File: config.mk
export PLATFORM = sky130hd
export DESIGN_NAME = alarm_match_unit
export DESIGN_NICKNAME = d
export VERILOG_FILES = /design/src/rtl/alm_pkg.sv /design/src/rtl/alm_field_reg.sv /design/src/rtl/alm_compare.sv /design/src/rtl/alm_flag_fsm.sv /design/src/rtl/alarm_match_unit.sv
export SDC_FILE = /design/constraint.sdc
export NUM_CORES = 1
export LEC_CHECK = 0
export ABC_AREA = 1
export BUFFER_PORTS_ARGS = -buffer_cell sky130_fd_sc_hd__buf_2
export CAP_MARGIN = 20
export CELL_PAD_IN_SITES_DETAIL_PLACEMENT = 1
export CELL_PAD_IN_SITES_GLOBAL_PLACEMENT = 1
export CORE_AREA = 3 3 69 71
export DETAILED_ROUTE_END_ITERATION = 16
export DIE_AREA = 0 0 72 74
export PLACE_DENSITY_LB_ADDON = 0.08
export RECOVER_POWER = 100
export SYNTH_ARGS = -nofsm -noshare
export SYNTH_HDL_FRONTEND = slang
export SYNTH_SLANG_ARGS = --single-unit
File: constraint.sdc
create_clock -name clk -period 1.1 [get_ports clk]
set_input_delay 0.22 -clock clk [delete_from_list [all_inputs] [get_ports clk]]
set_output_delay 0.22 -clock clk [all_outputs]
set_load 0.05 [all_outputs]
File: src/rtl/alm_pkg.sv
package alm_pkg;

    localparam int NUM_FIELDS = 4;

    typedef enum logic [1:0] {
        FLD_MIN  = 2'd0,
        FLD_HOUR = 2'd1,
        FLD_DATE = 2'd2,
        FLD_WDAY = 2'd3
    } field_e;

    typedef enum logic [1:0] {
        CLR_IDLE = 2'b00,
        CLR_HELD = 2'b01,
        SET_IDLE = 2'b10,
        SET_HELD = 2'b11
    } flag_state_e;

endpackage

File: src/rtl/alm_field_reg.sv
module alm_field_reg #(
    parameter int REG_W = 8,
    parameter int SEL_W = 2,
    parameter int IDX   = 0
) (
    input  logic             clk,
    input  logic             rst_n,
    input  logic             wr_en,
    input  logic [SEL_W-1:0] wr_sel,
    input  logic [REG_W-1:0] wr_data,
    output logic [REG_W-1:0] reg_q
);
    localparam logic [REG_W-1:0] RST_VAL = {1'b1, {(REG_W-1){1'b0}}};
    localparam logic [SEL_W-1:0] MY_SEL  = SEL_W'(IDX);

    logic hit_sel;
    assign hit_sel = wr_en && (wr_sel == MY_SEL);

    always_ff @(posedge clk) begin
        if (!rst_n) begin
            reg_q <= RST_VAL;
        end else if (hit_sel) begin
            reg_q <= wr_data;
        end
    end
endmodule

File: src/rtl/alm_compare.sv
module alm_compare #(
    parameter int NF    = 4,
    parameter int VAL_W = 7
) (
    input  logic [NF-1:0]            dis,
    input  logic [NF-1:0][VAL_W-1:0] val,
    input  logic [NF-1:0][VAL_W-1:0] cur,
    input  logic [NF-1:0][VAL_W-1:0] mask,
    output logic                     hit
);
    logic [NF-1:0] fld_ok;

    for (genvar g = 0; g < NF; g++) begin : g_fld
        assign fld_ok[g] = dis[g] || ((val[g] & mask[g]) == (cur[g] & mask[g]));
    end

    assign hit = (&fld_ok) && !(&dis);
endmodule

File: src/rtl/alm_flag_fsm.sv
module alm_flag_fsm
    import alm_pkg::*;
(
    input  logic clk,
    input  logic rst_n,
    input  logic hit,
    input  logic clr,
    output logic flag
);
    flag_state_e state_q, state_d;

    always_ff @(posedge clk) begin
        if (!rst_n) begin
            state_q <= CLR_IDLE;
        end else begin
            state_q <= state_d;
        end
    end

    always_comb begin
        state_d = state_q;
        unique case (state_q)
            CLR_IDLE: state_d = hit ? SET_HELD : CLR_IDLE;
            CLR_HELD: state_d = hit ? CLR_HELD : CLR_IDLE;
            SET_HELD: begin
                if (clr) state_d = hit ? CLR_HELD : CLR_IDLE;
                else     state_d = hit ? SET_HELD : SET_IDLE;
            end
            SET_IDLE: begin
                if (hit)      state_d = SET_HELD;
                else if (clr) state_d = CLR_IDLE;
                else          state_d = SET_IDLE;
            end
            default:  state_d = CLR_IDLE;
        endcase
    end

    always_comb begin
        unique case (state_q)
            SET_IDLE, SET_HELD: flag = 1'b1;
            default:            flag = 1'b0;
        endcase
    end
endmodule

File: src/rtl/alarm_match_unit.sv
module alarm_match_unit #(
    parameter int MIN_W  = 7,
    parameter int HOUR_W = 6,
    parameter int DATE_W = 6,
    parameter int WDAY_W = 3,
    parameter int REG_W  = 8
) (
    input  logic              clk,
    input  logic              rst_n,
    input  logic [MIN_W-1:0]  cur_min,
    input  logic [HOUR_W-1:0] cur_hour,
    input  logic [DATE_W-1:0] cur_date,
    input  logic [WDAY_W-1:0] cur_wday,
    input  logic              alm_wr_en,
    input  logic [1:0]        alm_wr_sel,
    input  logic [REG_W-1:0]  alm_wr_data,
    input  logic              flag_wr_en,
    input  logic              flag_wr_data,
    input  logic              irq_en,
    output logic              alarm_flag,
    output logic              irq_n
);
    import alm_pkg::*;

    localparam int NF    = NUM_FIELDS;
    localparam int VAL_W = REG_W - 1;
    localparam int SEL_W = $clog2(NF);

    localparam logic [NF-1:0][VAL_W-1:0] FIELD_MASK = {
        VAL_W'((1 << WDAY_W) - 1),
        VAL_W'((1 << DATE_W) - 1),
        VAL_W'((1 << HOUR_W) - 1),
        VAL_W'((1 << MIN_W) - 1)
    };

    logic [NF-1:0][REG_W-1:0] alm_reg;
    logic [NF-1:0][VAL_W-1:0] alm_val;
    logic [NF-1:0][VAL_W-1:0] cur_vec;
    logic [NF-1:0]            field_dis;
    logic                     match_hit;
    logic                     clr_req;

    assign cur_vec[FLD_MIN]  = VAL_W'(cur_min);
    assign cur_vec[FLD_HOUR] = VAL_W'(cur_hour);
    assign cur_vec[FLD_DATE] = VAL_W'(cur_date);
    assign cur_vec[FLD_WDAY] = VAL_W'(cur_wday);

    for (genvar g = 0; g < NF; g++) begin : g_reg
        alm_field_reg #(
            .REG_W (REG_W),
            .SEL_W (SEL_W),
            .IDX   (g)
        ) u_reg (
            .clk     (clk),
            .rst_n   (rst_n),
            .wr_en   (alm_wr_en),
            .wr_sel  (alm_wr_sel),
            .wr_data (alm_wr_data),
            .reg_q   (alm_reg[g])
        );
        assign field_dis[g] = alm_reg[g][REG_W-1];
        assign alm_val[g]   = alm_reg[g][VAL_W-1:0];
    end

    alm_compare #(
        .NF    (NF),
        .VAL_W (VAL_W)
    ) u_cmp (
        .dis  (field_dis),
        .val  (alm_val),
        .cur  (cur_vec),
        .mask (FIELD_MASK),
        .hit  (match_hit)
    );

    assign clr_req = flag_wr_en && !flag_wr_data;

    alm_flag_fsm u_fsm (
        .clk   (clk),
        .rst_n (rst_n),
        .hit   (match_hit),
        .clr   (clr_req),
        .flag  (alarm_flag)
    );

    assign irq_n = !(alarm_flag && irq_en);
endmodule

# [After elaboration in Yosys (flattened, before gate mapping)]
# Cells that the tools add are included.
[totals] output_inout_bits=2 romBits=0 mem_bits_rw=0 latchBits=0 register_bits=34 n_memories=0
[classes] n_lt_le_gt_ge=0 shift=0 multipliers=0 n_addsub=0 n_bitwise=0 eq_ne=10 div=0 n_mux=8 n_reduce_logical=19
[op_table] operator="$eq A6 B6 Y1" n=2
[op_table] operator="$eq A2 B2 Y1 const B" n=4
[op_table] operator="$mux W2" n=4
[op_table] operator="$pmux W2 S4" n=1
[op_table] operator="$reduce_and A4 Y1" n=2
[op_table] operator="$eq A7 B7 Y1" n=1
[op_table] operator="$logic_and A1 B1 Y1" n=7
[op_table] operator="$eq A2 B1 Y1 const B" n=2
[op_table] operator="$logic_not A2 Y1" n=2
[op_table] operator="$logic_or A1 B1 Y1" n=4
[op_table] operator="$eq A3 B3 Y1" n=1
[op_table] operator="$logic_not A1 Y1" n=3
[op_table] operator="$mux W1" n=3
[op_table] operator="$reduce_or A2 Y1" n=1

# [Depth between registers and ports, before layout]
# Gate-level depths: netlist of the first run.
[depth] ltp_word=7 mapped_depth=10 mapped_depth_nobuf=10

# [Cells and area by module]
# From an unflattened synthesis of the first run, not the netlist that was laid out.
[unflattened] cells_unflattened=374 area_unflattened_um2=2149.6
[by_module_without_submodules] mod="alm_field_reg (g_reg[1].u_reg ...)" n_inst=2 area_each_um2=341.6 cells_per_inst=50
[by_module_without_submodules] mod="alm_compare" n_inst=1 area_each_um2=654.4 cells_per_inst=158
[by_module_without_submodules] mod="alm_field_reg (g_reg[0].u_reg)" n_inst=1 area_each_um2=370.4 cells_per_inst=52
[by_module_without_submodules] mod="alm_field_reg (g_reg[3].u_reg)" n_inst=1 area_each_um2=347.8 cells_per_inst=49
[by_module_without_submodules] mod="alm_flag_fsm" n_inst=1 area_each_um2=72.6 cells_per_inst=10
[by_module_without_submodules] mod="alarm_match_unit" n_inst=1 area_each_um2=21.3 cells_per_inst=5

# [Worst setup path before layout of the first run]
# No wires, ideal clock.
[synth_timing] kind="reg2out" startpoint="register u_fsm.state_q[1]" endpoint="output alarm_flag" n_path_buf=1 stages_incl_launch_ff=2 required_time_ns=0.880 path_slack_ns=0.105 arrival_time_ns=0.775 cell_sequence="dfxtp_1 > clkbuf_1"
[synth_via] elab_chain_len=3 elab_cells_between_ends=4 cone_classes="eq/ne (2); mux (1); reduce/logical (1)"
[synth_lines] item="start, declared" line_no="alm_flag_fsm.sv:10" source="flag_state_e state_q, state_d;"
[synth_lines] item="start signal, assigned" line_no="alm_flag_fsm.sv:16" source="state_q <= state_d;"
[synth_lines] item="$eq A2 B2 Y1" line_no="alm_flag_fsm.sv:39" source="unique case (state_q)"
[synth_lines] item="$reduce_or A2 Y1 *" line_no="alm_flag_fsm.sv:39"
[synth_lines] item="$mux W1 *" line_no="alm_flag_fsm.sv:39"
[synth_lines] item="end, declared" line_no="alarm_match_unit.sv:20" source="output logic alarm_flag,"
# Mark *: on every way between the ends. The rest lies on a longest branch, timed or not.

# [Worst setup path after layout of the first run]
[layout_timing] startpoint="register g_reg[2].u_reg.reg_q[5]" endpoint="register u_fsm.state_q[1]"
[layout_via] elab_chain_len=6 elab_cells_between_ends=7 cone_classes="eq/ne (1); mux (3); reduce/logical (3)"
[layout_lines] item="start, declared" line_no="alm_field_reg.sv:11" source="output logic [REG_W-1:0] reg_q"
[layout_lines] item="start signal, assigned" line_no="alm_field_reg.sv:23" source="reg_q <= wr_data;"
[layout_lines] item="$eq A6 B6 Y1 *" line_no="alm_compare.sv:14" source="assign fld_ok[g] = dis[g] || ((val[g] & mask[g]) == (cur[g] & mask[g]));"
[layout_lines] item="$logic_or A1 B1 Y1 *" line_no="alm_compare.sv:14"
[layout_lines] item="$reduce_and A4 Y1 *" line_no="alm_compare.sv:17" source="assign hit = (&fld_ok) && !(&dis);"
[layout_lines] item="$logic_and A1 B1 Y1 *" line_no="alm_compare.sv:17"
[layout_lines] item="$mux W2, on equally long branches" line_no="alm_flag_fsm.sv:30, alm_flag_fsm.sv:23"
[layout_lines] item="$pmux W2 S4 *" line_no="alm_flag_fsm.sv:22" source="unique case (state_q)"
# Marks and branches as above.
# A chain may end at the register's enable or synchronous reset.

==> flow_summary.json, run 1 <==
{
  "fillers": 593,
  "setup_ws_ns": 0.0134,
  "clock_latency_ns": 0.27,
  "final_core_util": 0.426,
  "viasPerCell": 4.38,
  "syn-instance-count": 228,
  "critPathRequiredTime_ns": 1.31,
  "vdd_drop_max_uv": 468,
  "path_clk_slew_ns": 0.10,
  "first_iter_violations": 30,
  "synth_nets": 266,
  "clkSinkCount": 28,
  "crit_family": "simple AND/OR/NAND/NOR gates",
  "path_cells": "inv_2, nand2_1, nand2_1, nor2_2, nand3_2, nand2_2, nand2_2, inv_2, nand3_2, nand2_1",
  "cpPeakStageDelay_ns": 0.34,
  "first_pass_iters": 3,
  "critPathBufInv": 2,
  "cp_slowest_cell": "dfxtp_2",
  "worstSetupEndpointType": "flip-flop",
  "critPathMaxFanout": 2,
  "rsz0062_at_grt": "true",
  "status": "completed",
  "synth_xor_xnor_area_share": 0.0301,
  "synth_seq_cells": 28,
  "nNetsFinal": 316,
  "drive_gt1_frac": 0.264,
  "hold_path.class": "in -> reg",
  "yosysSeqAreaShare": 0.386,
  "yosys.area_share.simple": 0.269,
  "grt_use_met3": 0.0216,
  "io_pins": 40,
  "synth_area_per_cell_um2": 6.37,
  "hpwlAfterDp_um": 2890,
  "ant_nets": 0,
  "skew_ns": 0.00599,
  "layout_commonest_cell": "nand2_1",
  "fp.dieH_um": 74,
  "grt_util_met1": 0.202,
  "hp-start": "alm_wr_data[6]",
  "place_congestion": 0.709,
  "synthAdderAreaFrac": 0,
  "cts_root_buffer": "clkbuf_8",
  "initial_core_util": 0.338,
  "grt_pass1_wl_um": 6200,
  "diodes": 0,
  "wire_per_inst_um": 11.1,
  "clockBufferDepth": 2,
  "synth.mux.area_fraction": 0,
  "worstMarginPinSlew_ns": 0.358,
  "drt_wl_total_um": 3650,
  "period_needed_ns": 1.09,
  "period_share": 0.988,
  "htreeDepth": 1,
  "synth_area_mm2": 0.00145,
  "antenna_found_initial": 0,
  "grt_overflow": 0,
  "hold_viol_final": 0,
  "power_density_mw_per_mm2": 1140,
  "cap_violations": 0,
  "setup-tns-final_ns": 0,
  "post-place-ws_ns": -0.0344,
  "coreArea_mm2": 0.00429,
  "cp.arrival_ns": 1.30,
  "synth_cell_type_count": 20,
  "syn_to_final_growth_pct": 26.0,
  "startpoint_type": "flip-flop",
  "finalMaxSlewViolations": 0,
  "die_width_um": 72,
  "port_buffers": 39,
  "track_usage": 0.146,
  "max_freq_mhz": 920,
  "fin_total_pwr_mw": 2.08,
  "die-area_mm2": 0.00533,
  "worstSetupPathType": "reg -> reg",
  "p_leak_nw": 0.944,
  "setup_viol_count_final": 0,
  "rrSetupSlack_ns": 0.01,
  "cts_tree": "yes",
  "synth_top_family_by_area": "simple AND/OR/NAND/NOR gates",
  "worst_path_most_repeated_cell": "nand2_1",
  "slew_headroom": 0.760,
  "grtUsageMet2": 0.242,
  "yosys_warnings": 0,
  "core.rowCount": 24,
  "drc": 0,
  "final_cell_mix": "65 x nand2_1, 42 x inv_1, 35 x buf_2",
  "num_vias": 1438,
  "cts_buffers": 3,
  "synth_compound_gate_area_share": 0.168,
  "critPathLaunch": "g_reg[2].u_reg.reg_q[5]$_SDFFE_PN0P_",
  "grt_busiest_layer": "met2",
  "grt_max_degree": 16,
  "whs_ns": 0.164,
  "cts_setup_buffers": 0,
  "reg2reg_from": "g_reg[2].u_reg.reg_q[5]$_SDFFE_PN0P_",
  "grt_pass1_vias": 1419
}
[worst min-delay path, delay by kind of cell]
kind | cells | cell delay, ns
buffers and inverters | 1 | 0.07
AND/OR/NAND/NOR | 2 | 0.11
[power by group]
part	internal [mW]	switching, mW
combinational	0.177	0.239
sequential	1.08	0.0305
clock	0.246	0.310
total	1.50	0.579
[sequential cells by signal (all words and copies together), names as in the netlist]
register	count
g.u_reg.reg_q	26
u_fsm.state_q	2
[metal layers]
layer,part of all wire,up-vias
met1,0.52,618
li1,-,793
met3,0.038,2
met2,0.44,25
met4,0.0041,0
met5,0,-
[Yosys cell counts (all sizes together)]
master | n | area share
nand2 | 67 | 0.17
inv | 48 | 0.12
dfxtp | 28 | 0.39
o21ai | 23 | 0.082
nor2 | 21 | 0.056
a21oi | 19 | 0.065
nand3 | 4 | 0.014
o211ai | 4 | 0.021
xnor2 | 4 | 0.024
clkbuf | 3 | 0.0078
nor3 | 3 | 0.022
buf | 2 | 0.016
and2 | 1 | 0.0043
xor2 | 1 | 0.0060
[final timing paths]
check | cells past startpoint | end
setup / recovery | 10 | u_fsm.state_q[1]$_SDFF_PN0_
hold / removal | 3 | g_reg[0].u_reg.reg_q[6]$_SDFFE_PN0P_
setup reg to reg | 10 | u_fsm.state_q[1]$_SDFF_PN0_
hold reg to reg | 2 | g_reg[2].u_reg.reg_q[3]$_SDFFE_PN0P_
[stage by stage]
step	cell area (um^2)	cells
CTS	1810	328
detailed placement	1760	325
global route	1830	328
floorplan	1450	228
global placement	1760	325
finish	1830	328
[what timing repair did]
item | CTS | global route
setup endpoints to repair | 4 | 4
pin swaps | 1 | 10
hold endpoints to repair | 0 | 0
hold buffers | 0 | 0
gates resized for setup | 7 | 19
[cells by family (layout without fill, tap and decap cells)]
logic type / count (synthesis) / after routing
and+or+nand+nor: 96 / 96
xor gates and xnor gates: 5 / 5
DFF: 28 / 28
buffers and inverters: 53 / 101
AOI/OAI and AO/OA: 46 / 46
[area by class of cell]
class	instances	area (um^2)	share of cell area
multi-input cells	147	694	0.379
well taps	52	65.1	0.0355
inverters	48	180	0.0984
repair buffers	50	277	0.151
flip-flops and latches	28	573	0.313
clock buffers	3	41.3	0.0226
No activity file was read; power rests on OpenSTA's default activity.
==> run 2: changes to the inputs <==
--- a/config.mk
+++ b/config.mk
@@ -7,14 +7,14 @@
 export LEC_CHECK = 0
 export ABC_AREA = 1
 export BUFFER_PORTS_ARGS = -buffer_cell sky130_fd_sc_hd__buf_2
-export CAP_MARGIN = 20
 export CELL_PAD_IN_SITES_DETAIL_PLACEMENT = 1
 export CELL_PAD_IN_SITES_GLOBAL_PLACEMENT = 1
-export CORE_AREA = 3 3 69 71
+export CORE_AREA = 3 3 80 82
 export DETAILED_ROUTE_END_ITERATION = 16
-export DIE_AREA = 0 0 72 74
+export DIE_AREA = 0 0 83 85
 export PLACE_DENSITY_LB_ADDON = 0.08
 export RECOVER_POWER = 100
 export SYNTH_ARGS = -nofsm -noshare
 export SYNTH_HDL_FRONTEND = slang
+export SYNTH_HIERARCHICAL = 1
 export SYNTH_SLANG_ARGS = --single-unit
==> run 2 against run 1 <==
Against the previous run:
- the run now ends with setup timing left
- sequential share of layout area fell by 5.9 points
- clock power increased by 76%
- combinational power is 44% higher
- total power rose by 41%
- synthesized area up 48%
- design area increased by 47%
- first-iteration DRC count rose to 2.9 times the previous value
- clock-buffer cell count increased by 4
- register-to-register slack worse by 0.16 ns
- utilization up 3.6 points
- routed wire length increased by 55%
- maximum frequency decreased by 13%
==> flow_summary.json, run 2 <==
{
  "status": "finished, violations left",
  "violations": "setup timing",
  "cts_tree": "yes",
  "synth_top_area_frac": 0.317,
  "clkSinkCount": 34,
  "fp.dieH_um": 85,
  "critPathMaxFanout": 3,
  "synth_flop_cell": "dfxtp_1",
  "largest_reg_flops": 32,
  "finish.instance_area_mm2": 0.00269,
  "fillers": 863,
  "period_share": 1.13,
  "cts_root_buffer": "clkbuf_8",
  "setup_viol_count_final": 4,
  "drive_gt1_frac": 0.151,
  "async_flop_share": 0,
  "layout_commonest_cell": "nand2_1",
  "num_vias": 2336,
  "rr_worst_depth": 10,
  "startpoint_type": "flip-flop",
  "grt_pass1_wl_um": 9760,
  "worstSetupPathType": "reg -> reg",
  "wl_met3_um": 163,
  "worstSetupEndpoint": "u_fsm/state_q[1]$_SDFF_PN0_",
  "die_width_um": 83,
  "hold_path.class": "in -> reg",
  "fin_total_pwr_mw": 2.93,
  "track_usage": 0.168,
  "syn-instance-count": 374,
  "power_density_mw_per_mm2": 1090,
  "first_iter_violations": 88,
  "hold_viol_final": 0,
  "p_leak_nw": 1.57,
  "viasPerCell": 4.34,
  "die-area_mm2": 0.00706,
  "final_cell_mix": "123 x nand2_1, 71 x inv_1, 60 x nor2_1",
  "grt_pass1_vias": 2272,
  "cap_violations": 0,
  "grt_overflow": 0,
  "rrSetupSlack_ns": -0.14,
  "clockBufferDepth": 2,
  "yosysMostFrequentCell": "nand2_1",
  "route.met2.wl_um": 2830,
  "synth_area_mm2": 0.00215,
  "reg2reg_from": "g_reg[0].u_reg/reg_q[4]$_SDFFE_PN0P_",
  "drt_wl_total_um": 5660,
  "period_needed_ns": 1.24,
  "path_clk_slew_ns": 0.07,
  "initial_core_util": 0.370,
  "yosys_warnings": 6,
  "syn_to_final_growth_pct": 25.0,
  "top_layer_used": "met4",
  "htreeDepth": 2,
  "regArea_um2": 683,
  "yosysSeqAreaShare": 0.317,
  "port_buffers": 39,
  "clock_latency_ns": 0.29,
  "post-place-ws_ns": -0.176,
  "multi_input_area_mm2": 0.00127,
  "skew_ns": 0.00412,
  "grt_max_degree": 36,
  "coreArea_mm2": 0.00582,
  "largest_register": "g.u_reg/reg_q",
  "finalMaxSlewViolations": 0,
  "antenna_found_initial": 0,
  "first_pass_iters": 4,
  "nNetsFinal": 500,
  "io_pins": 40,
  "ant_nets": 0,
  "synth_seq_cells": 34,
  "worstSetupEndpointType": "flip-flop",
  "cts_buffers": 5,
  "synth_area_per_cell_um2": 5.75,
  "setup_ws_ns": -0.143,
  "dpl_cell_area_mm2": 0.00260,
  "drc": 0,
  "vdd_drop_max_uv": 857,
  "hpwlAfterDp_um": 4510,
  "wl_met1_um": 2550,
  "top_regs": "g.u_reg/reg_q x32, u_fsm/state_q x2",
  "critPathRequiredTime_ns": 1.33,
  "setup-tns-final_ns": -0.389,
  "diodes": 0,
  "rr_endpoint": "u_fsm/state_q[1]$_SDFF_PN0_",
  "core.rowCount": 28,
  "whs_ns": 0.236,
  "synth_cell_type_count": 19,
  "place_congestion": 0.754,
  "yosys.area.top_type": "dfxtp_1",
  "cp.arrival_ns": 1.48,
  "synth_edf_count": 0,
  "synth_commonest_cells": "124 x nand2_1, 71 x inv_1, 60 x nor2_1",
  "yosys-top-cells-area": "dfxtp_1 32%, nand2_1 22%, inv_1 12%",
  "wire_per_inst_um": 10.5,
  "rsz0062_at_grt": "true",
  "max_freq_mhz": 804,
  "critPathLaunch": "g_reg[0].u_reg/reg_q[4]$_SDFFE_PN0P_"
}
## run 2: routing by layer
metal  vias to the layer above  track usage
li1                       1234            -
met1                      1062        0.200
met2                        31        0.304
met3                         9       0.0252
met4                         0       0.0624
met5                         -            0
## run 2: final cells by class
type,count,area share
clock buffer,7,0.0321
clock inverter,1,0.00186
sequential,34,0.254
timing repair buffer,49,0.107
multi-input combinational,301,0.471
tap,75,0.0349
inverter,71,0.0992
## run 2: stage by stage
step,utilization,std cells
finish,0.462,538
global route,0.462,538
CTS,0.464,537
detailed placement,0.447,529
global placement,0.447,529
floorplan,-,417
## run 2: cells by family after synthesis
logic type      share of synthesized area
simple gates                        0.484
compound gates                     0.0279
flops                               0.317
other cells                       0.00349
buf+inv                             0.168
## run 2: power breakdown
group / switching (mW) / internal, mW / total, mW
Sequential: 0.0508 / 1.30 / 1.35
Combinational: 0.367 / 0.232 / 0.598
Clock: 0.474 / 0.506 / 0.979
## run 2: worst max-delay path, cell delays in order (launching register included)
cell and delay, ns:
dfxtp_1 0.32, or2_1 0.23, nand3_1 0.07, nand2_1 0.05
nor2_1 0.10, nand2_1 0.06, nand2_1 0.06, nand2_1 0.05
nor2_2 0.10, nand3_1 0.08, nand2_1 0.06
## run 2: how the worst min path moves through the flow
stage | start | endpoint | slack (ns) | depth (start not counted)
2_1_floorplan | rst_n | u_fsm/state_q[0]$_SDFF_PN0_ | 0.32 | 2
3_3_place_gp | u_fsm/state_q[0]$_SDFF_PN0_ | u_fsm/state_q[1]$_SDFF_PN0_ | 0.46 | 3
3_5_place_dp | g_reg[2].u_reg/reg_q[7]$_SDFFE_PN1P_ | g_reg[2].u_reg/reg_q[7]$_SDFFE_PN1P_ | 0.48 | 2
4_1_cts | alm_wr_data[6] | g_reg[2].u_reg/reg_q[6]$_SDFFE_PN0P_ | 0.23 | 3
5_1_grt | alm_wr_data[2] | g_reg[1].u_reg/reg_q[2]$_SDFFE_PN0P_ | 0.25 | 3
6_report | alm_wr_data[6] | g_reg[2].u_reg/reg_q[6]$_SDFFE_PN0P_ | 0.24 | 3
## run 2: timing repair
item                                   in CTS  in global routing
pin swaps                                   0                  1
hold buffers                                0                  0
setup endpoints to repair                   4                  4
buffers inserted                            0                  1
gates resized for setup                     3                  1
endpoints found under the hold margin       0                  0
cloned                                      0                  0
==> run 3: changes to the inputs <==
--- a/config.mk
+++ b/config.mk
@@ -12,7 +12,7 @@
 export CORE_AREA = 3 3 80 82
 export DETAILED_ROUTE_END_ITERATION = 16
 export DIE_AREA = 0 0 83 85
-export PLACE_DENSITY_LB_ADDON = 0.08
+export PLACE_DENSITY_LB_ADDON = 0.1
 export RECOVER_POWER = 100
 export SYNTH_ARGS = -nofsm -noshare
 export SYNTH_HDL_FRONTEND = slang
==> run 3 against run 2 <==
Against the previous run:
- the flow still finishes with violations (setup timing)
- first-iteration DRC count is 56% lower
- sequential share of layout area up 0.26 points
- critical endpoint unchanged
- total power is 0.14% lower
- highest routed layer unchanged
- worst setup slack better by 0.030 ns
- clock-buffer cell count is the same
- die area is the same
==> flow_summary.json, run 3 (synthesized netlist as in run 2, its figures left out) <==
{
  "status": "finished, violations left",
  "violations": "setup timing",
  "final_cells": 536,
  "top_layer_used": "met4",
  "worstSetupEndpointType": "flip-flop",
  "fp.dieH_um": 85,
  "hold_viol_final": 0,
  "cp.arrival_ns": 1.46,
  "syn_to_final_growth_pct": 24.4,
  "dp.cells": 527,
  "clockBufferDepth": 2,
  "wl_met1_um": 2470,
  "num_vias": 2299,
  "grt_overflow": 0,
  "first_iter_violations": 39,
  "clock_latency_ns": 0.29,
  "antenna_found_initial": 0,
  "path_clk_slew_ns": 0.07,
  "post-place-ws_ns": -0.158,
  "switching_power_mw": 0.890,
  "rrSetupSlack_ns": -0.11,
  "top_regs": "g.u_reg/reg_q x32, u_fsm/state_q x2",
  "worstSetupPathType": "reg -> reg",
  "finalMaxSlewViolations": 0,
  "cpPeakStageDelay_ns": 0.32,
  "critPathRequiredTime_ns": 1.34,
  "crit_family": "simple AND/OR/NAND/NOR gates",
  "coreArea_mm2": 0.00582,
  "seqPwrFrac": 0.463,
  "setup_ws_ns": -0.114,
  "viasPerCell": 4.29,
  "place_congestion": 0.716,
  "cp_slowest_cell": "dfxtp_2",
  "swShare": 0.304,
  "path_cells": "or2_1, nand3_1, nand2_1, nor2_2, nand2_1, nand2_1, nand2_1, nor2_2, nand3_1, nand2_1",
  "hold_path.class": "in -> reg",
  "nNetsFinal": 498,
  "worst_path_most_repeated_cell": "nand2_1",
  "first_pass_iters": 4,
  "clkSinkCount": 34,
  "wl_met3_um": 190,
  "layout_commonest_cell": "nand2_1",
  "initial_core_util": 0.370,
  "final_cell_mix": "123 x nand2_1, 71 x inv_1, 58 x nor2_1",
  "max_freq_mhz": 824,
  "track_usage": 0.174,
  "drc": 0,
  "htreeDepth": 2,
  "hpwlAfterDp_um": 4510,
  "die-area_mm2": 0.00706,
  "io_pins": 40,
  "setup_viol_count_final": 4,
  "cts_buffers": 5,
  "diodes": 0,
  "wire_per_inst_um": 10.7,
  "drt_wl_total_um": 5730,
  "die_width_um": 83,
  "vdd_drop_max_uv": 506,
  "rsz0062_at_grt": "true",
  "grt_pass1_wl_um": 10000,
  "critPathMaxFanout": 2,
  "skew_ns": 0.00393,
  "cts_tree": "yes",
  "ant_nets": 0,
  "largest_reg_flops": 32,
  "intPower_mw": 2.04,
  "cap_violations": 0,
  "power_density_mw_per_mm2": 1090,
  "largest_register": "g.u_reg/reg_q",
  "period_share": 1.10,
  "period_needed_ns": 1.21,
  "route.met2.wl_um": 2950,
  "grt_pass1_vias": 2373,
  "grt_max_degree": 36,
  "clock_power_share": 0.333,
  "core.rowCount": 28,
  "p_leak_nw": 1.56,
  "critPathBufInv": 0,
  "drive_gt1_frac": 0.154,
  "cts_root_buffer": "clkbuf_8",
  "port_buffers": 39,
  "p_comb_frac": 0.204,
  "startpoint_type": "flip-flop"
}
==> run 3: cell count changes in the layout (fill, tap and decap cells not counted), sizes merged <==
cell,before,now
buf,44,42
==> run 3: what timing repair did <==
item / 4_1_cts / 5_1_grt
hold endpoints to repair: 0 / 0
buffers inserted: 1 / 0
hold buffers: 0 / 0
resized for setup: 2 / 6
pin swaps: 0 / 0
setup endpoints to repair: 4 / 4
cloned: 0 / 0
==> run 3: path summary, 6_finish.rpt <==
| kind | from | to | depth (start not counted) |
|---|---|---|---|
| hold / removal | alm_wr_data[7] | g_reg[3].u_reg/reg_q[7]$_SDFFE_PN1P_ | 3 |
| setup / recovery | g_reg[0].u_reg/reg_q[5]$_SDFFE_PN0P_ | u_fsm/state_q[1]$_SDFF_PN0_ | 10 |
| hold reg to reg | u_fsm/state_q[0]$_SDFF_PN0_ | u_fsm/state_q[1]$_SDFF_PN0_ | 3 |
| setup reg to reg | g_reg[0].u_reg/reg_q[5]$_SDFFE_PN0P_ | u_fsm/state_q[1]$_SDFF_PN0_ | 10 |
==> run 3: layout make-up <==
cell class / count / area (um^2)
clock inverters: 1 / 5.00
flip-flops and latches: 34 / 687
multi-input cells: 301 / 1270
clock buffers: 7 / 86.3
well taps: 75 / 93.8
fillers: 874 / 3140
inverters: 71 / 267
repair buffers: 47 / 270
==> run 3: metrics by stage <==
| stage | total power [mW] | TNS (ns) | utilization | cell area (um^2) | hold WS (ns) |
|---|---|---|---|---|---|
| floorplan | 1.77 | 0 | - | 2310 | 0.318 |
| global placement | 1.95 | -0.184 | 0.447 | 2600 | 0.458 |
| detailed placement | 1.98 | -0.395 | 0.447 | 2600 | 0.477 |
| CTS | 2.97 | -0.455 | 0.464 | 2700 | 0.229 |
| global route | 3.13 | -0.803 | 0.460 | 2680 | 0.249 |
| finish | 2.93 | -0.320 | 0.460 | 2680 | 0.239 |
==> run 3: power groups by stage <==
| stage | logic (mW) | clock network, mW | registers [mW] |
|---|---|---|---|
| detailed placement | 0.600 | 0 | 1.38 |
| CTS | 0.609 | 1.01 | 1.35 |
| global route | 0.699 | 1.07 | 1.37 |
| floorplan | 0.405 | 0 | 1.36 |
| global placement | 0.574 | 0 | 1.38 |
| finish | 0.597 | 0.976 | 1.35 |
==> run 3: layer usage <==
metal,global-route usage,vias to the layer above
li1,-,1228
met1,0.200,1033
met2,0.313,28
met3,0.0330,10
met4,0.0802,0
met5,0,-
==> run 3: worst reg2reg max path, delay by kind of cell, from the launching register on <==
family	cells	cell delay, ns
AND/OR/NAND/NOR	10	0.84
flip-flops	1	0.32
